## src/rtl/ppr_pkg.sv

```systemverilog
package ppr_pkg;
  typedef enum logic [1:0] {
    PH_IDLE = 2'd0,
    PH_ADDR = 2'd1,
    PH_DATA = 2'd2,
    PH_SPEC = 2'd3
  } phase_e;

  localparam logic [3:0] CMD_BCAST = 4'b0001;
endpackage

```

## src/rtl/ppr_phase_decode.sv

```systemverilog
module ppr_phase_decode
  import ppr_pkg::*;
#(
  parameter int AD_W = 32,
  parameter int BE_W = AD_W / 8
) (
  input  logic            clk,
  input  logic            rst,
  input  logic [AD_W-1:0] ad_i,
  input  logic [BE_W-1:0] cbe_n_i,
  input  logic            frame_n_i,
  input  logic            irdy_n_i,
  input  logic            trdy_n_i,
  input  logic            claimed_i,
  input  logic            master_i,
  output phase_e          phase_q,
  output logic [AD_W-1:0] ad_q,
  output logic [BE_W-1:0] cbe_q
);
  logic       frame_d;
  logic [3:0] cmd_q;
  logic       addr_ph;
  logic       bcast;
  logic       rx;
  phase_e     phase_d;

  always_comb begin
    addr_ph = !frame_n_i && frame_d;
    bcast   = (cmd_q == CMD_BCAST);
    // target receives on writes (bit0 = 1), master receives on reads
    rx      = master_i ? !cmd_q[0] : (cmd_q[0] && claimed_i);
    if (addr_ph)
      phase_d = master_i ? PH_IDLE : PH_ADDR;
    else if (bcast && !irdy_n_i && !master_i)
      phase_d = PH_SPEC;
    else if (!bcast && !irdy_n_i && !trdy_n_i && rx)
      phase_d = PH_DATA;
    else
      phase_d = PH_IDLE;
  end

  always_ff @(posedge clk) begin
    if (rst) begin
      frame_d <= 1'b1;
      cmd_q   <= 4'hF;
      phase_q <= PH_IDLE;
      ad_q    <= '0;
      cbe_q   <= '0;
    end else begin
      frame_d <= frame_n_i;
      if (addr_ph) cmd_q <= cbe_n_i[3:0];
      phase_q <= phase_d;
      ad_q    <= ad_i;
      cbe_q   <= cbe_n_i;
    end
  end
endmodule

```

## src/rtl/ppr_parity_check.sv

```systemverilog
module ppr_parity_check
  import ppr_pkg::*;
#(
  parameter int AD_W = 32,
  parameter int BE_W = AD_W / 8
) (
  input  phase_e          phase_q,
  input  logic [AD_W-1:0] ad_q,
  input  logic [BE_W-1:0] cbe_q,
  input  logic            par_i,
  output logic            data_err,
  output logic            addr_err,
  output logic            spec_err
);
  logic [BE_W-1:0] lane_p;
  logic            mismatch;

  for (genvar g = 0; g < BE_W; g++) begin : g_lane
    assign lane_p[g] = (^ad_q[g*8 +: 8]) ^ cbe_q[g];
  end

  always_comb begin
    mismatch = (^lane_p) ^ par_i;
    data_err = mismatch && (phase_q == PH_DATA);
    addr_err = mismatch && (phase_q == PH_ADDR);
    spec_err = mismatch && (phase_q == PH_SPEC);
  end
endmodule

```

## src/rtl/ppr_report.sv

```systemverilog
module ppr_report (
  input  logic clk,
  input  logic rst,
  input  logic data_err,
  input  logic addr_err,
  input  logic spec_err,
  input  logic perr_en_i,
  input  logic serr_en_i,
  input  logic clr_dpe_i,
  input  logic clr_sse_i,
  output logic perr_o,
  output logic perr_oe_o,
  output logic serr_o,
  output logic serr_oe_o,
  output logic dpe_o,
  output logic sse_o
);
  logic perr_fire;
  logic serr_fire;
  logic any_err;

  always_comb begin
    perr_fire = data_err && perr_en_i;
    serr_fire = (addr_err || spec_err) && serr_en_i;
    any_err   = data_err || addr_err || spec_err;
  end

  assign serr_o = 1'b0;

  always_ff @(posedge clk) begin
    if (rst) begin
      perr_o    <= 1'b1;
      perr_oe_o <= 1'b0;
      serr_oe_o <= 1'b0;
      dpe_o     <= 1'b0;
      sse_o     <= 1'b0;
    end else begin
      perr_o    <= !perr_fire;
      // stay enabled one clock past the last low clock to drive high
      perr_oe_o <= perr_fire || !perr_o;
      serr_oe_o <= serr_fire;
      dpe_o     <= any_err || (dpe_o && !clr_dpe_i);
      sse_o     <= serr_fire || (sse_o && !clr_sse_i);
    end
  end
endmodule

```

## src/rtl/pci_parity_reporter.sv

```systemverilog
module pci_parity_reporter
  import ppr_pkg::*;
#(
  parameter int AD_W = 32,
  localparam int BE_W = AD_W / 8
) (
  input  logic            clk,
  input  logic            rst,
  input  logic [AD_W-1:0] ad_i,
  input  logic [BE_W-1:0] cbe_n_i,
  input  logic            par_i,
  input  logic            frame_n_i,
  input  logic            irdy_n_i,
  input  logic            trdy_n_i,
  input  logic            claimed_i,
  input  logic            master_i,
  input  logic            perr_en_i,
  input  logic            serr_en_i,
  input  logic            clr_dpe_i,
  input  logic            clr_sse_i,
  output logic            perr_o,
  output logic            perr_oe_o,
  output logic            serr_o,
  output logic            serr_oe_o,
  output logic            dpe_o,
  output logic            sse_o
);
  phase_e          phase_q;
  logic [AD_W-1:0] ad_q;
  logic [BE_W-1:0] cbe_q;
  logic            data_err;
  logic            addr_err;
  logic            spec_err;

  ppr_phase_decode #(.AD_W(AD_W), .BE_W(BE_W)) u_dec (
    .clk(clk), .rst(rst), .ad_i(ad_i), .cbe_n_i(cbe_n_i),
    .frame_n_i(frame_n_i), .irdy_n_i(irdy_n_i), .trdy_n_i(trdy_n_i),
    .claimed_i(claimed_i), .master_i(master_i),
    .phase_q(phase_q), .ad_q(ad_q), .cbe_q(cbe_q)
  );

  ppr_parity_check #(.AD_W(AD_W), .BE_W(BE_W)) u_chk_par (
    .phase_q(phase_q), .ad_q(ad_q), .cbe_q(cbe_q), .par_i(par_i),
    .data_err(data_err), .addr_err(addr_err), .spec_err(spec_err)
  );

  ppr_report u_rep (
    .clk(clk), .rst(rst),
    .data_err(data_err), .addr_err(addr_err), .spec_err(spec_err),
    .perr_en_i(perr_en_i), .serr_en_i(serr_en_i),
    .clr_dpe_i(clr_dpe_i), .clr_sse_i(clr_sse_i),
    .perr_o(perr_o), .perr_oe_o(perr_oe_o),
    .serr_o(serr_o), .serr_oe_o(serr_oe_o),
    .dpe_o(dpe_o), .sse_o(sse_o)
  );
endmodule

```

## config.mk

```make
export PLATFORM = sky130hd
export DESIGN_NAME = pci_parity_reporter
export DESIGN_NICKNAME = d
export VERILOG_FILES = /design/src/rtl/ppr_pkg.sv /design/src/rtl/ppr_phase_decode.sv /design/src/rtl/ppr_parity_check.sv /design/src/rtl/ppr_report.sv /design/src/rtl/pci_parity_reporter.sv
export SDC_FILE = /design/constraint.sdc
export NUM_CORES = 1
export LEC_CHECK = 0
export ABC_AREA = 0
export BUFFER_PORTS_ARGS = -buffer_cell sky130_fd_sc_hd__buf_2
export CORE_MARGIN = 3
export CORE_UTILIZATION = 41
export DETAILED_ROUTE_END_ITERATION = 10
export GPL_TIMING_DRIVEN = 0
export MAX_ROUTING_LAYER = met4
export PLACE_DENSITY = 0.71
export SKIP_LAST_GASP = 1
export SLEW_MARGIN = 10
export SYNTH_ARGS = -nofsm -noshare
export SYNTH_HDL_FRONTEND = slang
export SYNTH_SLANG_ARGS = --single-unit
export TNS_END_PERCENT = 10
```

## constraint.sdc

```tcl
create_clock -name clk -period 3.7 [get_ports clk]
set_clock_uncertainty 0.1 [all_clocks]
set_input_delay 0.74 -clock clk [delete_from_list [all_inputs] [get_ports clk]]
set_output_delay 0.74 -clock clk [all_outputs]
set_load 0.01 [all_outputs]
```

Word-level counts from Yosys, hierarchy flattened
Cells that the tools add are included.
{ "classes": {"shifts": 0, "magnitude_cmp": 0, "eq_ne": 4, "muxes": 5, "add_sub_neg": 0, "div": 0, "mul": 0, "reduce_logical": 35, "bitwise": 5} }
{ "ops": {"columns": ["cell", "count"], "rows": [
  ["XOR reduction 8 bit", 4],
  ["logical AND 1 bit", 14],
  ["logical NOT 1 bit", 10],
  ["logical OR 1 bit", 6],
  ["2-to-1 mux 2 bit", 3],
  ["bitwise XOR 1 bit", 5],
  ["equality test 2 bit (second input constant)", 2],
  ["equality test 4 x 1 -> 1 bit (second input constant)", 1],
  ["XOR reduction 4 bit", 1],
  ["equality test 2 x 1 -> 1 bit (second input constant)", 1],
  ["2-to-1 mux 1 bit", 2]
]} }
{ "totals": {"register_bits": 48, "input_bits": 48, "mem_bits_rw": 0, "rom_bits": 0, "memories": 0, "latch_bits": 0} }

Longest topological paths before layout
Gate-level depths: netlist of the first run.
{ "logic_depth": {"word_depth": 8, "depth_mapped": 6, "depth_no_buf": 6} }

Modules after synthesis
From an unflattened synthesis of the first run, not the netlist that was laid out.
{ "hier_totals": {"cells_unflattened": 163, "area_unflattened_um2": 1835.5} }
{ "modules_own_cells": {"columns": ["module", "n_inst", "cells_each", "area_each_um2", "seq_area_each_um2"], "rows": [
  ["ppr_phase_decode", 1, 103, 1246.2, 860.8],
  ["ppr_parity_check", 1, 43, 426.7, 0.0],
  ["ppr_report", 1, 17, 162.7, 100.1]
]} }

Worst setup path after synthesis of the first run
OpenSTA, ideal clock, no wires.
{ "synth_path": {"path_kind": "input-to-reg", "start": "input par_i", "end": "register u_rep.dpe_o", "setup_ns": 0.103, "arrival_ns": 1.986, "cell_stages": 6, "path_buffers": 0, "setup_slack_ns": 1.511, "path_cell_list": "xnor2_1 xnor2_1 xnor2_1 xnor3_1 and3_4 a2111oi_2"} }
{ "synth_via": {"elab_chain_cells": 5, "word_cells_on_any_way": 7, "cone_classes": "bitwise: 1; reduce/logical: 6"} }
{ "synth_rtl": {"columns": ["item", "line_no", "source"], "rows": [
  ["from (decl)", "pci_parity_reporter.sv:11", "input logic par_i,"],
  ["bitwise XOR 1 bit (*)", "ppr_parity_check.sv:23", "mismatch = (^lane_p) ^ par_i;"],
  ["logical AND 1 bit, on equally long branches", "ppr_parity_check.sv:24, ppr_parity_check.sv:25", null],
  ["logical OR 1 bit", "ppr_report.sv:25", "any_err = data_err || addr_err || spec_err;"],
  ["logical OR 1 bit (*)", "ppr_report.sv:25", null],
  ["logical OR 1 bit (*)", "ppr_report.sv:42", "dpe_o <= any_err || (dpe_o && !clr_dpe_i);"],
  ["to (signal assigned)", "ppr_report.sv:42", null],
  ["to (decl)", "ppr_report.sv:15", "output logic dpe_o,"]
]} }
Every way passes the cells marked *; elsewhere a longest branch is shown, timed or not.
A chain may end at the register's enable or synchronous reset.

Final worst setup path of the first run
{ "layout_path": {"start": "input par_i", "end": "register u_rep.sse_o"} }
{ "layout_via": {"elab_chain_cells": 5, "word_cells_on_any_way": 6, "cone_classes": "bitwise: 1; reduce/logical: 5"} }
{ "layout_rtl": {"columns": ["item", "line_no", "source"], "rows": [
  ["bitwise XOR 1 bit (*)", "ppr_parity_check.sv:23", null],
  ["logical AND 1 bit, on equally long branches", "ppr_parity_check.sv:25, ppr_parity_check.sv:26", null],
  ["logical OR 1 bit (*)", "ppr_report.sv:24", "serr_fire = (addr_err || spec_err) && serr_en_i;"],
  ["logical AND 1 bit (*)", "ppr_report.sv:24", null],
  ["logical OR 1 bit (*)", "ppr_report.sv:43", "sse_o <= serr_fire || (sse_o && !clr_sse_i);"],
  ["to (signal assigned)", "ppr_report.sv:43", null],
  ["to (decl)", "ppr_report.sv:16", "output logic sse_o"]
]} }
Marked as above.

==> metrics.txt, run 1 <==
CTS sink count=48; drt pass-1 iters=3; Pwr Total=between 1 and 1.5 mW; Worst-Skew Late Latency=just under 0.3 ns; cell chosen for the clock root=clkbuf_8; largest family of logic cells by synthesized area=simple AND/OR/NAND/NOR gates; Final Max Slew Viols=0; vias=between 1,000 and 1,500; Final HPWL DP=roughly 2100 um; Synth Area in XOR/XNOR=18.2%; first-pass GRT wire length=4460 um; Mapped Area=0.00176 mm^2; fmax=482 MHz; r2r startpoint=u_dec.ad_q[15]; Initial Util=a little over two fifths; Horiz. Die Dim=just over 70 um; CP Launch Type=input port; gr ovfl total=0; CP Class=in2reg; setup TNS=0 ns; maximum vdd drop=roughly 0.30 mV; cts hold-fix bufs=0; drt first-iter violations=27; # fillers=380; register area=a little under 0.001 mm^2; initial antenna violation count=0; Syn Nets=around 210; largest net degree at the start of global routing=15; worst setup path start=par_i; CTS tree=yes; outcome=finished, final reports clean; fin nets=approximately 270; number of synthesized register bits=48; vias in the first global route=~1,100; Yosys warning count=0; clock-pin slew on the worst setup and hold paths=~0.080 ns; Leak=between 0.9 and 1 nW; antenna-violating nets left=0; RSZ-0062 raised after global routing=no; Worst Hold Class=reg2reg; Worst Path Max Fanout=4; area of the multi-input gates=roughly 770 um^2; Critical Path End Type=flop; H-tree levels=2; pwr dens=around 530 mW/mm^2; clk buf depth=2; Synth Area in Adders=0%; die area=0.00512 mm^2; PortBufs=52; drt drc=0; Post-CTS Repair Setup Buffers=0; max-cap violations=0; proportion of synthesized area in mux cells=0.639%; Simple-Gate Fraction of Synth Area=approximately a fifth; Inserted Diodes=0; Worst EP arrival=approximately 2.2 ns; share of cells above drive strength 1=approximately 29%; Synth cell types=26; WL/cell=about 9.8 um; Die Ht=approximately 72 um; Via density=about 4.3; Syn Inst Count=approximately 160; WL final=around 2600 um; compound-gate portion of the synthesized area=4.19%; CTS-repair resized insts=0; Num CTS Buffers=5; final hold violation count=0; fin crit share=a little under three fifths; Layout area overhead=24.4%; Core Box Area=a little over 0.004 mm^2; routability congestion estimate=around 0.76; # IOs=54; Rows=23; mean post-synth cell area=11.2 um^2; Seq/Total Area, Yosys=about 55%; hold path start=u_rep.perr_o; Tmin final=about 2.1 ns; final setup fails=0; CP Data Required Time=between 3 and 4 ns; Total GRT Usage=a little under an eighth
[power by group]
part / internal [mW] / total (mW) / switching [mW]
combinational: 0.133 / 0.236 / 0.103
sequential: 0.545 / 0.557 / 0.0122
clock: 0.200 / 0.358 / 0.158
[critical path, cell delays in order]
cell and delay, ns:
buf_2 0.11, xnor2_1 0.13, xnor2_1 0.21, xnor2_1 0.16, xnor3_1 0.38, xnor2_1 0.19, o32ai_1 0.27
[layer usage]
| metal | global-route usage, % | vias to the layer above | routed length, um |
|---|---|---|---|
| li1 | - | 616 | - |
| met1 | 13.1 | 488 | 1110 |
| met2 | 18.6 | 31 | 1270 |
| met3 | 5.33 | 5 | 211 |
| met4 | 4.38 | 0 | 42 |
| met5 | - | - | 0 |
[cells in the mapped netlist (all sizes together)]
cell type   n  area (um^2)
xnor2      30          263
o22a        1         8.76
dfxtp      48          961
or2         2         12.5
buf         3         15.0
o32ai       1         8.76
a2111oi     1         15.0
nor2        3         11.3
xnor3       1         22.5
xor2        4         35.0
nor3b       1         7.51
or4b        1         10.0
nand2       3         11.3
o22ai       1         6.26
nor2b      41          257
or3         1         6.26
nand2b      2         20.0
conb        1         3.75
nor3        2         10.0
mux2        1         11.3
and3        1         11.3
clkbuf      4         15.0
nor4        1         6.26
a211o       4         35.0
[per-stage QoR]
step	setup WS [ns]	hold WS (ns)	cells	utilization [%]	area (um^2)
after floorplan	1.51	0.347	158	-	1760
after global placement	1.30	0.348	260	51.0	2090
after detailed placement	1.28	0.346	260	51.0	2090
after CTS	1.61	0.368	268	53.7	2190
after global routing	1.47	0.386	268	53.7	2190
final	1.62	0.368	268	53.7	2190
[cells by family after synthesis]
| group | after synthesis |
|---|---|
| compound gates | 8 |
| xor+xnor | 35 |
| buf+inv | 7 |
| flops | 48 |
| mux | 1 |
| other cells | 1 |
| simple gates | 58 |
[final timing paths]
path	end	slack, ns	cells past startpoint
worst min register to register	u_rep.perr_oe_o	0.37	1
worst min-delay path	u_rep.perr_oe_o	0.37	1
worst max register to register	u_rep.sse_o	1.79	6
worst max-delay path	u_rep.sse_o	1.62	7
[cell type report]
cell class	instances	share of cell area, %
Clock inverter	2	1.60
Tap cell	50	2.85
Timing Repair Buffer	52	11.9
Clock buffer	6	3.31
Multi-Input combinational cell	103	35.2
Sequential cell	48	43.8
Buffer	7	1.37
[registers in the layout (all words and copies together), names as in the netlist]
signal,cells
u_rep.perr_o,1
u_dec.phase_q,2
u_dec.ad_q,32
u_rep.dpe_o,1
u_dec.frame_d,1
u_rep.serr_oe_o,1
u_rep.perr_oe_o,1
u_dec.cbe_q,4
u_rep.sse_o,1
u_dec.cmd_q,4
[placed cells by master, fill, tap and decap left out]
cell       count
xnor2_1       30
buf_1          2
clkbuf_8       5
xor2_1         4
bufinv_16      1
o22ai_1        1
mux2_1         1
nand2b_1       1
o32ai_1        1
or2_1          2
buf_4          1
buf_2         52
nor3_1         2
or3_1          1
or4b_1         1
xnor3_1        1
o22a_1         1
clkinv_2       1
nor3b_1        1
dfxtp_1       48
conb_1         1
a2111oi_2      1
nor4_1         1
nor2_1         3
clkbuf_1       5
a211o_1        4
and3_4         1
nand2b_4       1
nor2b_1       41
nand2_1        3
(Power assumes the default switching activity.)
==> inputs of run 2 (changes only) <==
ABC_AREA = 1   (was 0)
PLACE_DENSITY = 0.72   (was 0.71)
clock period = 1.9 ns   (was 3.7 ns; I/O delays follow)
==> metrics.txt, run 2 <==
outcome=finished, final reports clean; fin nets=roughly 370; Non-Filler Instances=374; asr flop ratio synth=0%; setup TNS=0 ns; crit-path most repeated cell=nand2_1; top-area cell type share of the netlist area=roughly half; vias=1,622; Leak=~1.3 nW; drt drc=0; Final HPWL DP=about 2700 um; top flop regs=u_dec.ad_q: 32 flops, u_dec.cbe_q: 4 flops, u_dec.cmd_q: 4 flops; sequential power share=between 50% and 60%; maximum vdd drop=0.442 mV; CP Data Required Time=between 1.5 and 2 ns; number of synthesized register bits=between 40 and 50; worst r2r dst=u_rep.sse_o; Via density=4.34; commonest cells after routing, fill and taps aside=59 x inv_1, 57 x nand2_1, 52 x buf_2; drt first-iter violations=73; logic gate share of total power=approximately 16%; Relative slew margins=between 60% and 70%; Total GRT Usage=between 10% and 20%; Reg with most FFs=u_dec.ad_q; antenna-violating nets left=0; pwr dens=around 850 mW/mm^2; WL/cell=9.18 um; max reg flops=32; Worst Max-Slew Pin Slew=around 0.54 ns; clk buf depth=2; Syn Nets=310; Buf/Inv on CP=1; H-tree levels=2; most common cell after layout, fill and taps aside=inv_1; FF-to-FF path depth=11; cts hold-fix bufs=0; most frequent cell after synthesis=inv_1; Worst Hold Class=in2reg; Synth cell types=26; share of cells above drive strength 1=20.8%; routability congestion estimate=between 0.7 and 0.8; Mapped Area=0.00197 mm^2; delay of the slowest cell on the worst path=between 0.3 and 0.4 ns; clock-pin slew on the worst setup and hold paths=about 0.10 ns; Num CTS Buffers=5; CP top delay family=simple AND/OR/NAND/NOR gates; Synth area leader=dfxtp_1; Core Box Area=around 0.0045 mm^2; R2R Setup Slk=0.24 ns; RSZ-0062 raised after global routing=no; final setup fails=0; die area=approximately 0.0057 mm^2; largest net degree at the start of global routing=17; Tmin final=~1.7 ns; initial antenna violation count=0; cell chosen for the clock root=clkbuf_8; WL final=between 3000 and 4000 um; fmax=604 MHz; P_int=1.47 mW; Worst-Skew Late Latency=0.30 ns; hold path depth=3; r2r startpoint=u_dec.ad_q[25]; Post-synth EDFFs=0; first-pass GRT wire length=approximately 5700 um; max-cap violations=0; Clock Power Share=29.9%; Initial Util=~44%; Worst Hold Path EP=u_dec.frame_d; Final Max Slew Viols=0; Worst Path Max Fanout=3; top cells by count, synth=59 x inv_1, 57 x nand2_1, 48 x dfxtp_1; Cells after DPL=366; top cells by area, synth=dfxtp_1 49%, inv_1 11%, nand2_1 11%; Inserted Diodes=0; crit-path cells=xnor2_1 -> xor2_1 -> nand3_1 -> nand2_1 -> nand2_1 -> nand2_1 -> inv_1 -> nand2_1 -> nand2_2 -> nand2_1 -> o22ai_2; Synth Flop Type=dfxtp_1; PortBufs=52; final hold slack=between 0.15 and 0.2 ns; final hold violation count=0; mean post-synth cell area=7.54 um^2; Yosys warning count=0; Placement Setup Slack=about 0.14 ns; Seq/Total Area, Yosys=48.7%; Sw Ratio=27.6%; CTS-repair resized insts=0; gr ovfl total=0; Syn Inst Count=around 260; fin crit share=87.1%; Post-CTS Repair Setup Buffers=0; Die Ht=around 75 um; Rows=24; Switch Pwr=roughly 560 uW; Horiz. Die Dim=~75 um; CTS tree=yes; # IOs=54; CTS sink count=48; worst setup margin=0.244 ns; CP Class=reg2reg; hold path start=frame_n_i; drt pass-1 iters=4; Worst EP arrival=approximately 1.7 ns; Final Util=between 50% and 60%; CP Launch Type=flop; Layout area overhead=21.2%; Critical Path End Type=flop; # fillers=roughly 460; slowest CP cell=dfxtp_1; vias in the first global route=1,481
## run 2: how the worst max path moves through the flow
stage / from / endpoint / slack [ns] / depth (start not counted)
floorplan: u_dec.ad_q[8] / u_rep.sse_o / 0.45 / 17
global placement: rst / u_dec.cbe_q[0] / 0.16 / 4
detailed placement: rst / u_dec.cbe_q[1] / 0.14 / 4
CTS: u_dec.ad_q[8] / u_rep.sse_o / 0.25 / 17
global route: u_dec.ad_q[8] / u_rep.sse_o / 0.02 / 17
finish: u_dec.ad_q[25] / u_rep.sse_o / 0.24 / 11
## run 2: kinds of logic after synthesis
kind of cell / synth area share (%)
AOI/OAI and AO/OA: 5.01
xor gates and xnor gates: 9.76
buffers and inverters: 12.4
DFF: 48.7
other: 0.190
and+or+nand+nor: 24.0
## run 2: layout make-up
| cell class | instances | area [um^2] | area share, % |
|---|---|---|---|
| plain buffers | 5 | 22.5 | 0.941 |
| clock buffers | 5 | 68.8 | 2.88 |
| clock inverters | 3 | 23.8 | 0.994 |
| inverters | 59 | 221 | 9.26 |
| multi-input cells | 150 | 769 | 32.2 |
| flip-flops and latches | 48 | 961 | 40.2 |
| well taps | 52 | 65.1 | 2.72 |
| repair buffers | 52 | 260 | 10.9 |
## run 2: metrics by stage
step | power (mW) | area [um^2]
floorplan | 1.35 | 1970
CTS | 2.04 | 2390
detailed placement | 1.45 | 2300
finish | 2.02 | 2390
global route | 2.15 | 2390
global placement | 1.43 | 2300
## run 2: worst reg2reg max path: stages, from the launching register on
cell	delay (ns)
dfxtp_1	0.32
xnor2_1	0.18
xor2_1	0.24
nand3_1	0.14
nand2_1	0.09
nand2_1	0.05
nand2_1	0.07
inv_1	0.04
nand2_1	0.07
nand2_2	0.08
nand2_1	0.11
o22ai_2	0.07
## run 2: power by group through the flow
| stage | Clock [mW] | Sequential (mW) | Combinational (mW) |
|---|---|---|---|
| 3_5_place_dp | 0 | 1.11 | 0.333 |
| 3_3_place_gp | 0 | 1.11 | 0.321 |
| 6_report | 0.604 | 1.09 | 0.332 |
| 2_1_floorplan | 0 | 1.11 | 0.238 |
| 5_1_grt | 0.659 | 1.09 | 0.393 |
| 4_1_cts | 0.619 | 1.09 | 0.335 |
## run 2: layer usage
metal	GRT usage, %	wire (um)
met3	3.03	192
met4	3.50	29
met2	22.8	1640
met1	15.3	1570
met5	-	0
